===== src/rtl/pmc_pkg.sv =====
package pmc_pkg;

    typedef enum logic [2:0] {
        PM_FULL   = 3'd0,
        PM_DOZE   = 3'd1,
        PM_NAP    = 3'd2,
        PM_SLEEP  = 3'd3,
        PM_RESUME = 3'd4,
        PM_RELOCK = 3'd5
    } pm_state_e;

    typedef struct packed {
        logic ext_irq;
        logic smi;
        logic dec;
        logic soft_rst;
        logic mchk;
    } wake_t;

    typedef struct packed {
        pm_state_e st;
    } pmc_regs_t;

    localparam int SEL_DOZE  = 0;
    localparam int SEL_NAP   = 1;
    localparam int SEL_SLEEP = 2;
    localparam int SEL_W     = 3;

endpackage


===== src/rtl/pmc_wake_decode.sv =====
module pmc_wake_decode
    import pmc_pkg::*;
(
    input  wake_t ev,
    output logic  wake_light,
    output logic  wake_deep
);

    // Light states keep the time base alive, so the decrementer counts as a source.
    always_comb begin
        wake_deep  = ev.ext_irq | ev.smi | ev.soft_rst | ev.mchk;
        wake_light = wake_deep | ev.dec;
    end

endmodule


===== src/rtl/pmc_resume_cnt.sv =====
module pmc_resume_cnt #(
    parameter int RESUME_CYC = 4
) (
    input  logic clk,
    input  logic rst_n,
    input  logic load,
    output logic done
);

    localparam int CW = (RESUME_CYC < 2) ? 1 : $clog2(RESUME_CYC);
    localparam logic [CW-1:0] LOAD_VAL = CW'(RESUME_CYC - 1);

    logic [CW-1:0] cnt_d, cnt_q;

    always_comb begin
        cnt_d = cnt_q;
        if (load)
            cnt_d = LOAD_VAL;
        else if (cnt_q != '0)
            cnt_d = cnt_q - CW'(1);
    end

    always_ff @(posedge clk or negedge rst_n) begin
        if (!rst_n)
            cnt_q <= '0;
        else
            cnt_q <= cnt_d;
    end

    assign done = (cnt_q == '0);

    // once loaded, the count never stalls before reaching zero
    a_r7_cnt_moves: assert property (@(posedge clk) disable iff (!rst_n)
        (!load && cnt_q != '0) |=> (cnt_q != $past(cnt_q)));

endmodule


===== src/rtl/pmc_unit_gate.sv =====
module pmc_unit_gate #(
    parameter int N_UNITS = 4
) (
    input  logic               full_on,
    input  logic               gate_en,
    input  logic [N_UNITS-1:0] idle,
    output logic [N_UNITS-1:0] en
);

    for (genvar i = 0; i < N_UNITS; i++) begin : g_unit
        assign en[i] = full_on & ~(gate_en & idle[i]);
    end

endmodule


===== src/rtl/pmc_top.sv =====
module pmc_top
    import pmc_pkg::*;
#(
    parameter int N_UNITS    = 4,
    parameter int RESUME_CYC = 4
) (
    input  logic               clk,
    input  logic               rst_n,
    input  logic               pwr_save_en,
    input  logic [2:0]         mode_sel,
    input  logic               dyn_gate_en,
    input  logic [N_UNITS-1:0] unit_idle,
    input  logic               wake_ext_irq,
    input  logic               wake_smi,
    input  logic               wake_dec,
    input  logic               wake_soft_rst,
    input  logic               wake_mchk,
    input  logic               pll_locked,
    output logic [N_UNITS-1:0] unit_en,
    output logic               snoop_en,
    output logic               tbase_en,
    output logic               pll_en,
    output logic               sleep_ready
);

    pmc_regs_t r_d, r_q;
    wake_t     ev;
    logic      wake_light, wake_deep;
    logic      req_valid, pend;
    logic      cnt_load, cnt_done;
    logic      full_on;

    assign ev = '{ext_irq: wake_ext_irq, smi: wake_smi, dec: wake_dec,
                  soft_rst: wake_soft_rst, mchk: wake_mchk};

    pmc_wake_decode u_wake (
        .ev         (ev),
        .wake_light (wake_light),
        .wake_deep  (wake_deep)
    );

    pmc_resume_cnt #(.RESUME_CYC(RESUME_CYC)) u_cnt (
        .clk   (clk),
        .rst_n (rst_n),
        .load  (cnt_load),
        .done  (cnt_done)
    );

    // Next-state logic
    always_comb begin
        r_d       = r_q;
        cnt_load  = 1'b0;
        req_valid = pwr_save_en && ($countones(mode_sel) == 1);
        pend      = mode_sel[SEL_SLEEP] ? wake_deep : wake_light;
        unique case (r_q.st)
            PM_FULL: begin
                if (req_valid && !pend) begin
                    if (mode_sel[SEL_SLEEP])    r_d.st = PM_SLEEP;
                    else if (mode_sel[SEL_NAP]) r_d.st = PM_NAP;
                    else                        r_d.st = PM_DOZE;
                end
            end
            PM_DOZE, PM_NAP: begin
                if (wake_light) begin
                    r_d.st   = PM_RESUME;
                    cnt_load = 1'b1;
                end
            end
            PM_SLEEP:  if (wake_deep)  r_d.st = PM_RELOCK;
            PM_RESUME: if (cnt_done)   r_d.st = PM_FULL;
            PM_RELOCK: if (pll_locked) r_d.st = PM_FULL;
            default:   r_d.st = PM_FULL;
        endcase
    end

    always_ff @(posedge clk or negedge rst_n) begin
        if (!rst_n)
            r_q <= '{st: PM_FULL};
        else
            r_q <= r_d;
    end

    // Resource enables decoded from the registered state
    always_comb begin
        full_on     = (r_q.st == PM_FULL);
        snoop_en    = 1'b0;
        tbase_en    = 1'b0;
        pll_en      = 1'b1;
        sleep_ready = 1'b0;
        unique case (r_q.st)
            PM_FULL, PM_DOZE, PM_RESUME: begin
                snoop_en = 1'b1;
                tbase_en = 1'b1;
            end
            PM_NAP:    tbase_en = 1'b1;
            PM_SLEEP: begin
                pll_en      = 1'b0;
                sleep_ready = 1'b1;
            end
            default: ;
        endcase
    end

    pmc_unit_gate #(.N_UNITS(N_UNITS)) u_gate (
        .full_on (full_on),
        .gate_en (dyn_gate_en),
        .idle    (unit_idle),
        .en      (unit_en)
    );

    // any light wake leaves doze or nap for the resume interval
    a_r6_light_wake: assert property (@(posedge clk) disable iff (!rst_n)
        ((r_q.st == PM_DOZE || r_q.st == PM_NAP) && wake_light)
        |=> (r_q.st == PM_RESUME && unit_en == '0));

    // a decrementer event alone leaves sleep unchanged
    a_r6_sleep_dec: assert property (@(posedge clk) disable iff (!rst_n)
        (sleep_ready && !wake_ext_irq && !wake_smi && !wake_soft_rst && !wake_mchk)
        |=> sleep_ready);

    // the resume state ends only in full power
    a_r7_resume_exit: assert property (@(posedge clk) disable iff (!rst_n)
        (r_q.st == PM_RESUME) |=> (r_q.st == PM_RESUME || r_q.st == PM_FULL));

    // units stay off until lock is seen
    a_r8_relock_wait: assert property (@(posedge clk) disable iff (!rst_n)
        (r_q.st == PM_RELOCK && !pll_locked) |=> (unit_en == '0 && pll_en));

    // a request with a pending wake is dropped
    a_r9_abort: assert property (@(posedge clk) disable iff (!rst_n)
        (full_on && req_valid && pend) |=> (r_q.st == PM_FULL));

    // malformed or absent requests cause no entry
    a_r11_bad_sel: assert property (@(posedge clk) disable iff (!rst_n)
        (full_on && !req_valid) |=> (r_q.st == PM_FULL));

    // sleep never coexists with a running PLL or time base
    a_r5_sleep_off: assert property (@(posedge clk) disable iff (!rst_n)
        sleep_ready |-> (!pll_en && !tbase_en && !snoop_en));

endmodule


===== config.mk =====
export PLATFORM = sky130hd
export DESIGN_NAME = pmc_top
export DESIGN_NICKNAME = d
export VERILOG_FILES = /design/src/rtl/pmc_pkg.sv /design/src/rtl/pmc_wake_decode.sv /design/src/rtl/pmc_resume_cnt.sv /design/src/rtl/pmc_unit_gate.sv /design/src/rtl/pmc_top.sv
export SDC_FILE = /design/constraint.sdc
export NUM_CORES = 1
export LEC_CHECK = 0
export ABC_CLOCK_PERIOD_IN_PS = 1750
export BUFFER_PORTS_ARGS = -buffer_cell sky130_fd_sc_hd__buf_2
export CAP_MARGIN = 20
export CELL_PAD_IN_SITES_DETAIL_PLACEMENT = 1
export CELL_PAD_IN_SITES_GLOBAL_PLACEMENT = 1
export CORE_UTILIZATION = 29
export DETAILED_ROUTE_END_ITERATION = 7
export GPL_TIMING_DRIVEN = 0
export PLACE_DENSITY = 0.72
export SLEW_MARGIN = 20
export SYNTH_ARGS = -nofsm -noshare
export SYNTH_HDL_FRONTEND = slang
export SYNTH_SLANG_ARGS = --single-unit

===== constraint.sdc =====
create_clock -name clk -period 1.75 [get_ports clk]
set_input_delay 0.35 -clock clk [delete_from_list [all_inputs] [get_ports clk]]
set_output_delay 0.35 -clock clk [all_outputs]
set_load 0.05 [all_outputs]

==> results of run 1 <==
## worst max-delay path by stage
| stage | end | depth (start not counted) |
|---|---|---|
| after detailed placement | r_q[0]$_DFFE_PN0P_ | 7 |
| final | unit_en[0] | 4 |
| after floorplan | r_q[0]$_DFFE_PN0P_ | 6 |
| after CTS | unit_en[0] | 4 |
| after global routing | unit_en[0] | 4 |
| after global placement | r_q[0]$_DFFE_PN0P_ | 7 |
## registers in the layout (all words and copies together), names as in the netlist
register     cells
r_q              3
u_cnt.cnt_q      2
## metrics by stage
stage / instance area, µm² / util (%) / hold WS, ns / TNS [ns]
after floorplan: 519 / - / 0.0544 / -0.489
after global placement: 658 / 47.6 / 0.164 / -1.33
after detailed placement: 658 / 47.6 / 0.174 / -1.51
after CTS: 778 / 56.3 / 0.440 / -0.501
after global routing: 802 / 58.0 / 0.454 / -0.556
final: 802 / 58.0 / 0.445 / -0.393
## layer usage
metal / share of wire [%] / vias up / wire length (µm) / global-route usage (%)
met5: 0 / - / 0 / 0
met4: 1.8 / 0 / 24 / 7.74
met3: 4.4 / 2 / 58 / 3.48
met2: 59 / 21 / 774 / 36.6
met1: 35 / 233 / 463 / 14.4
li1: - / 243 / - / -
## area by class of cell
type,count,area [µm²],area share [%]
Multi-Input combinational cell,36,352,43.8
Tap cell,15,18.8,2.34
Clock buffer,4,26.3,3.28
Timing Repair Buffer,30,215,26.8
Sequential cell,5,128,15.9
Inverter,8,42.5,5.30
Buffer,2,20.0,2.50
## critical path, cell delays in order (launching register included)
cell	delay [ns]
dfrtp_2	0.40
or3_4	0.39
buf_8	0.15
a21oi_4	0.12
buf_6	0.17
## Yosys cell counts
| cell | count | area [µm²] |
|---|---|---|
| o21ai_0 | 2 | 10.0 |
| o31a_2 | 1 | 10.0 |
| o32ai_1 | 1 | 8.76 |
| nor2_1 | 6 | 22.5 |
| maj3_1 | 1 | 10.0 |
| a21oi_1 | 5 | 25.0 |
| o21ai_2 | 1 | 8.76 |
| fa_1 | 1 | 20.0 |
| or3_1 | 1 | 6.26 |
| nand3b_1 | 1 | 7.51 |
| a22oi_2 | 1 | 12.5 |
| inv_1 | 7 | 26.3 |
| clkinv_1 | 1 | 3.75 |
| dfrtp_1 | 5 | 125 |
| o21bai_1 | 1 | 7.51 |
| a2111oi_4 | 1 | 27.5 |
| nand2_1 | 3 | 11.3 |
| or4_4 | 1 | 11.3 |
| nand2b_1 | 1 | 6.26 |
| buf_2 | 3 | 15.0 |
| clkbuf_1 | 1 | 3.75 |
| nor3_1 | 2 | 10.0 |
| o211ai_1 | 1 | 7.51 |
| ha_1 | 1 | 12.5 |
| xor2_1 | 1 | 8.76 |
| mux2_4 | 2 | 30.0 |
| and2_1 | 1 | 6.26 |
## power by group through the flow
stage	combinational [µW]	sequential [µW]	clock (µW)
floorplan	799	189	0
global placement	959	195	0
detailed placement	990	196	0
CTS	1150	201	146
global route	1270	210	155
finish	1190	206	146
## logic make-up (layout without fill, tap and decap cells)
group,after synthesis,count (layout),share of synthesized area (%)
buffers and inverters,12,44,10.7
AOI/OAI and AO/OA,14,14,25.9
DFF,5,5,27.5
xor gates and xnor gates,1,1,1.93
adders and majority gates,3,3,9.37
and+or+nand+nor,16,16,17.9
muxes,2,2,6.61
## what timing repair did
item,CTS,global route
setup buffers,5,0
endpoints found under the hold margin,5,0
resized for setup,17,7
hold buffers,1,0
pin swaps,5,5
setup endpoints to repair,6,8
==> flow_summary_export.csv, run 1 <==
group,metric,value,unit
critical_path,r2r_start,"r_q[1]$_DFFE_PN0P_",
placed_design,port_buffers,24,
placed_design,hpwlAfterDp,1010,µm
power,p_sw_share,49.9,%
synthesis,synth_cell_types,27,
power,power,1540,µW
routing,drc,0,
timing,max_freq,546,MHz
layout,layout_commonest_cell,"buf_2",
grt,grt_pass1_wl,2230,µm
timing,min_period,1.83,ns
layout,drive_gt1_share,62.4,%
layout,finalNonFillerCells,100,
timing,setup_viol_count_final,6,
timing,fin_skew,0.00391,ns
placed_design,post-place-ws,-0.395,ns
cts,numCtsBuffers,3,
synthesis,ys_seq_elements,5,
timing,worst_pin_slew,0.244,ns
synthesis,syn_nets,72,
power,p_int,771,µW
cts,cts_root_buf,"clkbuf_4",
critical_path,end_kind,"primary output",
critical_path,worst_ep_arrival_time,1.48,ns
cts,htree_levels,1,
critical_path,crit_type,"reg -> out",
cts,clk_pin_slew,0.05,ns
outcome,status,"complete, but fails checks",
critical_path,r2r_slack,0.07,ns
power,power_frac_clock,9.5,%
layout,area_growth,76.6,%
layout,num-nets-final,105,
timing,hold_viol,0,
cts,numClockSinks,5,
critical_path,timing.rr.end,"r_q[0]$_DFFE_PN0P_",
synthesis,synth_cells,53,
power,p_sw,768,µW
routing,drt_iter0_markers,0,
floorplan,io_pins,25,
timing,slew_headroom,83.5,%
routing,wl_per_cell,13.2,µm
timing,drv_slew,0,
critical_path,critPathLaunchType,"flop",
power,p_leak,0.000377,µW
grt,grt_overflow,0,
floorplan,rows,13,
floorplan,start_util,32.9,%
layout,antenna_cells,0,
grt,grt_max_degree,11,
routing,routed_via_density,4.99,
synthesis,seq_area_frac_synth,27.5,%
layout,layout_common_cells,"buf_2 (18), inv_1 (6), nor2_1 (6), buf_4 (6)",
outcome,violations,"negative setup slack",
timing,fin_ws,-0.0817,ns
routing,firstDrtPassIters,1,
critical_path,crit_path_start,"r_q[1]$_DFFE_PN0P_",
power,power_frac_seq,13.4,%
power,vdd_drop_max,0.805,mV
placed_design,dp_cells,92,
grt,antenna_found_initial,0,
routing,routed_wl,1320,µm
power,pwr-share-comb,77.1,%
placed_design,place.gp.congestion,0.693,
routing,vias,499,
synthesis,netlist_area,454,µm²
synthesis,synth_area_per_cell,8.57,µm²
timing,rsz0062_at_grt,"yes",
routing,ant_nets,0,
job,drv_cap,0,
cts,clkLatencyLatePin,0.26,ns
cts,clock_path_buffers,2,
critical_path,cp.required,1.40,ns
hold_path,hold_class,"in -> async",
synthesis,yosys_warnings,0,
floorplan,die-area,0.00173,mm²
floorplan,dieHeight,41.6,µm
layout,nFillCells,168,
floorplan,die_width,41.6,µm
grt,grt_pass1_vias,547,
power,power_density,1920,mW/mm²
critical_path,cp_max_fo,5,
timing,period_share,105,%
cts,cts_tree,"done",
critical_path,reg2regPathDepth,5,
floorplan,core_area,0.00138,mm²
grt,grt_usage,17.2,%
Power figures use the tool's default switching activity.
==> inputs of run 2 (changes only) <==
ABC_AREA = 1   (was not set)
CORE_ASPECT_RATIO = 1.25   (was not set)
CORE_UTILIZATION = 27   (was 29)
==> flow_summary_export.csv, run 2 <==
group,metric,value,unit
layout,num-nets-final,129,
placed_design,hpwlAfterDp,1020,µm
synthesis,synth_top_area_cell,"dfrtp_1",
power,p_sw_share,54.1,%
synthesis,synth_area_per_cell,6.21,µm²
synthesis,seq_area_frac_synth,27.2,%
critical_path,crit_type,"reg -> out",
synthesis,synth_cell_types,16,
timing,rsz0062_at_grt,"yes",
routing,drc,0,
cts,numClockSinks,5,
timing,slew_headroom,83.1,%
routing,wl_per_cell,11.0,µm
timing,min_period,1.70,ns
critical_path,cp_max_fo,5,
timing,fin_skew,0.00656,ns
synthesis,synth-edff-count,0,
critical_path,worst_ep_arrival_time,1.35,ns
synthesis,syn_nets,93,
power,pwr-share-comb,74.5,%
job,drv_cap,0,
cts,clk_pin_slew,0.05,ns
floorplan,start_util,29.0,%
routing,firstDrtPassIters,3,
power,power_frac_seq,15.6,%
layout,layout_common_cells,"buf_2 (20), nand2_1 (19), inv_1 (13), nor2_1 (9), nand3_1 (7)",
outcome,status,"complete, no violations",
synthesis,synth_cells,74,
cts,cts_tree,"done",
floorplan,io_pins,25,
grt,grt_usage,16.9,%
timing,drv_slew,0,
layout,area_growth,60.8,%
synthesis,synth_top_cell_area_share,27.2,%
power,p_sw,765,µW
grt,antenna_found_initial,0,
routing,routed_wl,1400,µm
cts,cts_root_buf,"clkbuf_4",
timing,worst_pin_slew,0.253,ns
grt,grt_max_degree,7,
timing,max_freq,587,MHz
layout,regMostFlops,"r_q",
floorplan,core_area,0.00158,mm²
critical_path,critPathLaunchType,"flop",
critical_path,end_kind,"primary output",
floorplan,dieHeight,48.1,µm
floorplan,die_width,38.9,µm
synthesis,yosysMostFrequentCell,"nand2_1",
routing,routed_via_density,4.74,
grt,grt_overflow,0,
power,power,1420,µW
cts,htree_levels,1,
power,power_density,1920,mW/mm²
floorplan,die-area,0.00187,mm²
synthesis,ys_seq_elements,5,
power,vdd_drop_max,1.17,mV
layout,antenna_cells,0,
power,power_frac_clock,9.9,%
power,p_int,651,µW
routing,ant_nets,0,
placed_design,placed_cell_area,602,µm²
layout,largest_reg_flops,3,
cts,numCtsBuffers,3,
floorplan,rows,16,
grt,grt_pass1_wl,2110,µm
placed_design,port_buffers,24,
synthesis,async_flop_share,100,%
synthesis,netlist_area,459,µm²
timing,hold_viol,0,
layout,layout_commonest_cell,"buf_2",
hold_path,hold_class,"in -> async",
synthesis,synthTopCellsByArea,"dfrtp_1 (27%), nand2_1 (16%), inv_1 (11%), nand3_1 (7.6%), nor2_1 (7.4%)",
timing,setup_viol_count_final,0,
timing,period_share,97.4,%
routing,vias,602,
grt,grt_pass1_vias,540,
layout,reg_top3,"r_q: 3 flops, u_cnt.cnt_q: 2 flops",
layout,drive_gt1_share,44.0,%
synthesis,synth_common_cells,"nand2_1 (19), inv_1 (13), nor2_1 (9)",
synthesis,yosys_warnings,0,
layout,stdcell_area,738,µm²
critical_path,cp.required,1.40,ns
routing,drt_iter0_markers,1,
power,p_leak,0.000432,µW
synthesis,synth_flop_cell,"dfrtp_1",
cts,clock_path_buffers,2,
placed_design,place.gp.congestion,0.801,
cts,clkLatencyLatePin,0.25,ns
[run 2: cell types whose count changed after synthesis, sizes merged, moves of 2 or more]
cell	delta
buf	-3
nor3	-2
mux2	-2
nor2	+6
nand3	+8
inv	+9
nand2	+17
[run 2: metrics by stage]
| stage | hold slack [ns] | instances | utilization, % | setup WS (ns) | setup TNS, ns |
|---|---|---|---|---|---|
| global placement | 0.163 | 116 | 38.1 | 0.0145 | 0 |
| CTS | 0.432 | 124 | 43.2 | 0.00408 | 0 |
| global route | 0.439 | 127 | 46.7 | -0.0182 | -0.0414 |
| finish | 0.436 | 127 | 46.7 | 0.0453 | 0 |
| detailed placement | 0.168 | 116 | 38.1 | -0.00798 | -0.0125 |
| floorplan | 0.0544 | 74 | - | -0.214 | -0.855 |
[run 2: what timing repair did]
item                                    in CTS  in global routing
resized for setup                            8                  9
setup buffers                                3                  3
endpoints found under the setup margin       4                  4
hold buffers                                 1                  0
hold endpoints to repair                     5                  0
pin swaps                                    1                  2
[run 2: worst max-delay path: stages (launching register included)]
cell and delay (ns):
dfrtp_2 0.41, nor2_4 0.12, inv_2 0.06, nor2_4 0.15, inv_4 0.07, a21oi_2 0.13
buf_6 0.17
[run 2: final cells by class]
type	instances	area [µm²]
Fill cell	226	843
Multi-Input combinational cell	53	299
Timing Repair Buffer	31	200
Sequential cell	5	128
Inverter	16	62.6
Clock buffer	4	26.3
Tap cell	18	22.5
[run 2: logic make-up after synthesis]
| kind of cell | count (synthesis) | synth area share [%] |
|---|---|---|
| adder cells (fa/ha/maj) | 2 | 7.08 |
| flip-flops | 5 | 27.2 |
| buffers and inverters | 16 | 13.1 |
| AND/OR/NAND/NOR | 40 | 38.1 |
| AO/OA/AOI/OAI | 11 | 14.4 |
[run 2: power by group through the flow]
stage	sequential [µW]	combinational, µW	clock (µW)
6_report	221	1050	140
5_1_grt	229	1140	149
4_1_cts	222	913	147
3_5_place_dp	230	797	0
3_3_place_gp	232	782	0
2_1_floorplan	215	630	0
[run 2: worst paths after layout]
check | start | to | slack [ns] | depth (start not counted)
min in group clk | wake_ext_irq | u_cnt.cnt_q[1]$_DFFE_PN0P_ | 0.47 | 5
min reg2reg | u_cnt.cnt_q[0]$_DFFE_PN0P_ | u_cnt.cnt_q[0]$_DFFE_PN0P_ | 0.50 | 2
min | rst_n | u_cnt.cnt_q[0]$_DFFE_PN0P_ | 0.44 | 2
max reg2reg | u_cnt.cnt_q[0]$_DFFE_PN0P_ | r_q[2]$_DFFE_PN0P_ | 0.34 | 9
max in group asynchronous | rst_n | r_q[1]$_DFFE_PN0P_ | 1.16 | 2
max | r_q[1]$_DFFE_PN0P_ | unit_en[0] | 0.05 | 6
[run 2: per-layer routing]
layer  vias to the layer above  GRT usage, %  share of wire, %
li1                        300             -                 -
met1                       280          16.8                37
met2                        20          32.0                57
met3                         2          4.57               4.4
met4                         0          8.28              0.72
met5                         -             0                 0
==> inputs of run 3 (changes only) <==
==> constraint.sdc (replaced) <==
create_clock -name clk -period 1.75 [get_ports clk]
set_input_delay 0.0875 -clock clk [delete_from_list [all_inputs] [get_ports clk]]
set_output_delay 0.0875 -clock clk [all_outputs]
set_load 0.05 [all_outputs]
==> flow_summary_export.csv, run 3 (synthesis gave the netlist of run 2 again) <==
group,metric,value,unit
outcome,status,"complete, no violations",
layout,largest_reg_flops,3,
timing,max_freq,613,MHz
routing,routed_via_density,4.59,
routing,routed_wl,1180,µm
placed_design,post-place-ws,0.255,ns
routing,ant_nets,0,
timing,fin_ws,0.120,ns
cts,clkLatencyLatePin,0.25,ns
placed_design,port_buffers,24,
timing,drv_slew,0,
floorplan,dieHeight,48.1,µm
grt,grt_usage,15.4,%
timing,fin_skew,0.00809,ns
routing,drc,0,
layout,reg_top3,"r_q: 3 flops, u_cnt.cnt_q: 2 flops",
floorplan,start_util,29.0,%
floorplan,die-area,0.00187,mm²
routing,vias,555,
routing,drt_iter0_markers,1,
floorplan,io_pins,25,
grt,grt_pass1_vias,517,
grt,grt_max_degree,7,
power,vdd_drop_max,1.05,mV
layout,layout_common_cells,"buf_2 (20), nand2_1 (19), inv_1 (13), nor2_1 (9), nand3_1 (7)",
cts,clk_pin_slew,0.05,ns
power,power,1190,µW
timing,worst_pin_slew,0.255,ns
layout,antenna_cells,0,
timing,hold_viol,0,
timing,rsz0062_at_grt,"no",
cts,cts_root_buf,"clkbuf_4",
timing,fin_tns_setup,0,ns
grt,grt_pass1_wl,1950,µm
cts,cts_tree,"done",
critical_path,critPathLaunchType,"flop",
cts,clock_path_buffers,2,
grt,antenna_found_initial,0,
layout,finalNonFillerCells,121,
critical_path,end_kind,"primary output",
power,p_leak,0.000399,µW
layout,regMostFlops,"r_q",
layout,drive_gt1_share,35.0,%
timing,setup_viol_count_final,0,
cts,htree_levels,1,
floorplan,core_area,0.00158,mm²
cts,post-cts-setup-buffers,0,
placed_design,hpwlAfterDp,1020,µm
floorplan,rows,16,
placed_design,dp_cells,116,
grt,grt_overflow,0,
floorplan,die_width,38.9,µm
timing,slew_headroom,83.0,%
routing,firstDrtPassIters,2,
layout,num-nets-final,123,
critical_path,cp.required,1.66,ns
cts,numClockSinks,5,
layout,layout_commonest_cell,"buf_2",
timing,period_share,93.2,%
power,power_density,1820,mW/mm²
placed_design,place.gp.congestion,0.801,
hold_path,hold_class,"in -> async",
routing,wl_per_cell,9.74,µm
layout,final_util,41.3,%
timing,min_period,1.63,ns
critical_path,cp_max_fo,6,
layout,area_growth,42.2,%
cts,numCtsBuffers,3,
critical_path,crit_type,"reg -> out",
critical_path,worst_ep_arrival_time,1.54,ns
job,drv_cap,0,
## run 3: cell count changes in the layout (fill, tap and decap cells not counted), sizes merged
| cell | previous run | this run |
|---|---|---|
| buf | 30 | 22 |
| clkbuf | 4 | 6 |
## run 3: final timing paths
path | slack (ns) | from | cells past startpoint | to
min in group clk | 0.20 | wake_ext_irq | 5 | u_cnt.cnt_q[1]$_DFFE_PN0P_
hold / removal | 0.18 | rst_n | 2 | u_cnt.cnt_q[0]$_DFFE_PN0P_
setup / recovery | 0.12 | r_q[1]$_DFFE_PN0P_ | 6 | unit_en[0]
setup reg to reg | 0.38 | u_cnt.cnt_q[0]$_DFFE_PN0P_ | 10 | r_q[2]$_DFFE_PN0P_
max in group asynchronous | 1.43 | rst_n | 2 | r_q[1]$_DFFE_PN0P_
hold reg to reg | 0.50 | u_cnt.cnt_q[0]$_DFFE_PN0P_ | 2 | u_cnt.cnt_q[0]$_DFFE_PN0P_
## run 3: report_power, final
| group | leakage [µW] | internal [µW] | switching (µW) |
|---|---|---|---|
| registers | 0.0000606 | 169 | 64.5 |
| logic | 0.000324 | 251 | 566 |
| clock network | 0.0000150 | 86.6 | 53.5 |
## run 3: through the flow
step / hold WS, ns / area (µm²)
5_1_grt: 0.193 / 653
4_1_cts: 0.169 / 638
3_5_place_dp: -0.0942 / 602
2_1_floorplan: -0.208 / 459
3_3_place_gp: -0.0992 / 602
6_report: 0.179 / 653
## run 3: repair_timing
item / CTS / global route
hold endpoints to repair: 5 / 0
hold buffers: 1 / 0
gates resized for setup: 0 / 7
setup endpoints to repair: 0 / 4
## run 3: layout make-up
type / instances / area (µm²)
fill: 222 / 928
clock buffer: 4 / 26.3
timing repair buffer: 25 / 140
sequential: 5 / 125
multi-input combinational: 53 / 279
tap: 18 / 22.5
inverter: 16 / 60.1
## run 3: worst max-delay path: stages (launching register included)
cell and delay (ns):
dfrtp_1 0.46, nor2_4 0.16, inv_2 0.06, nor2_2 0.16
inv_2 0.09, a21oi_1 0.12, clkbuf_4 0.24
## run 3: metal layers
layer  vias up  GRT usage (%)  share of wire [%]
li1        286              -                  -
met1       245           16.2                 39
met2        22           27.3                 54
met3         2           4.57                5.9
met4         0           8.28               0.85
met5         -              0                  0
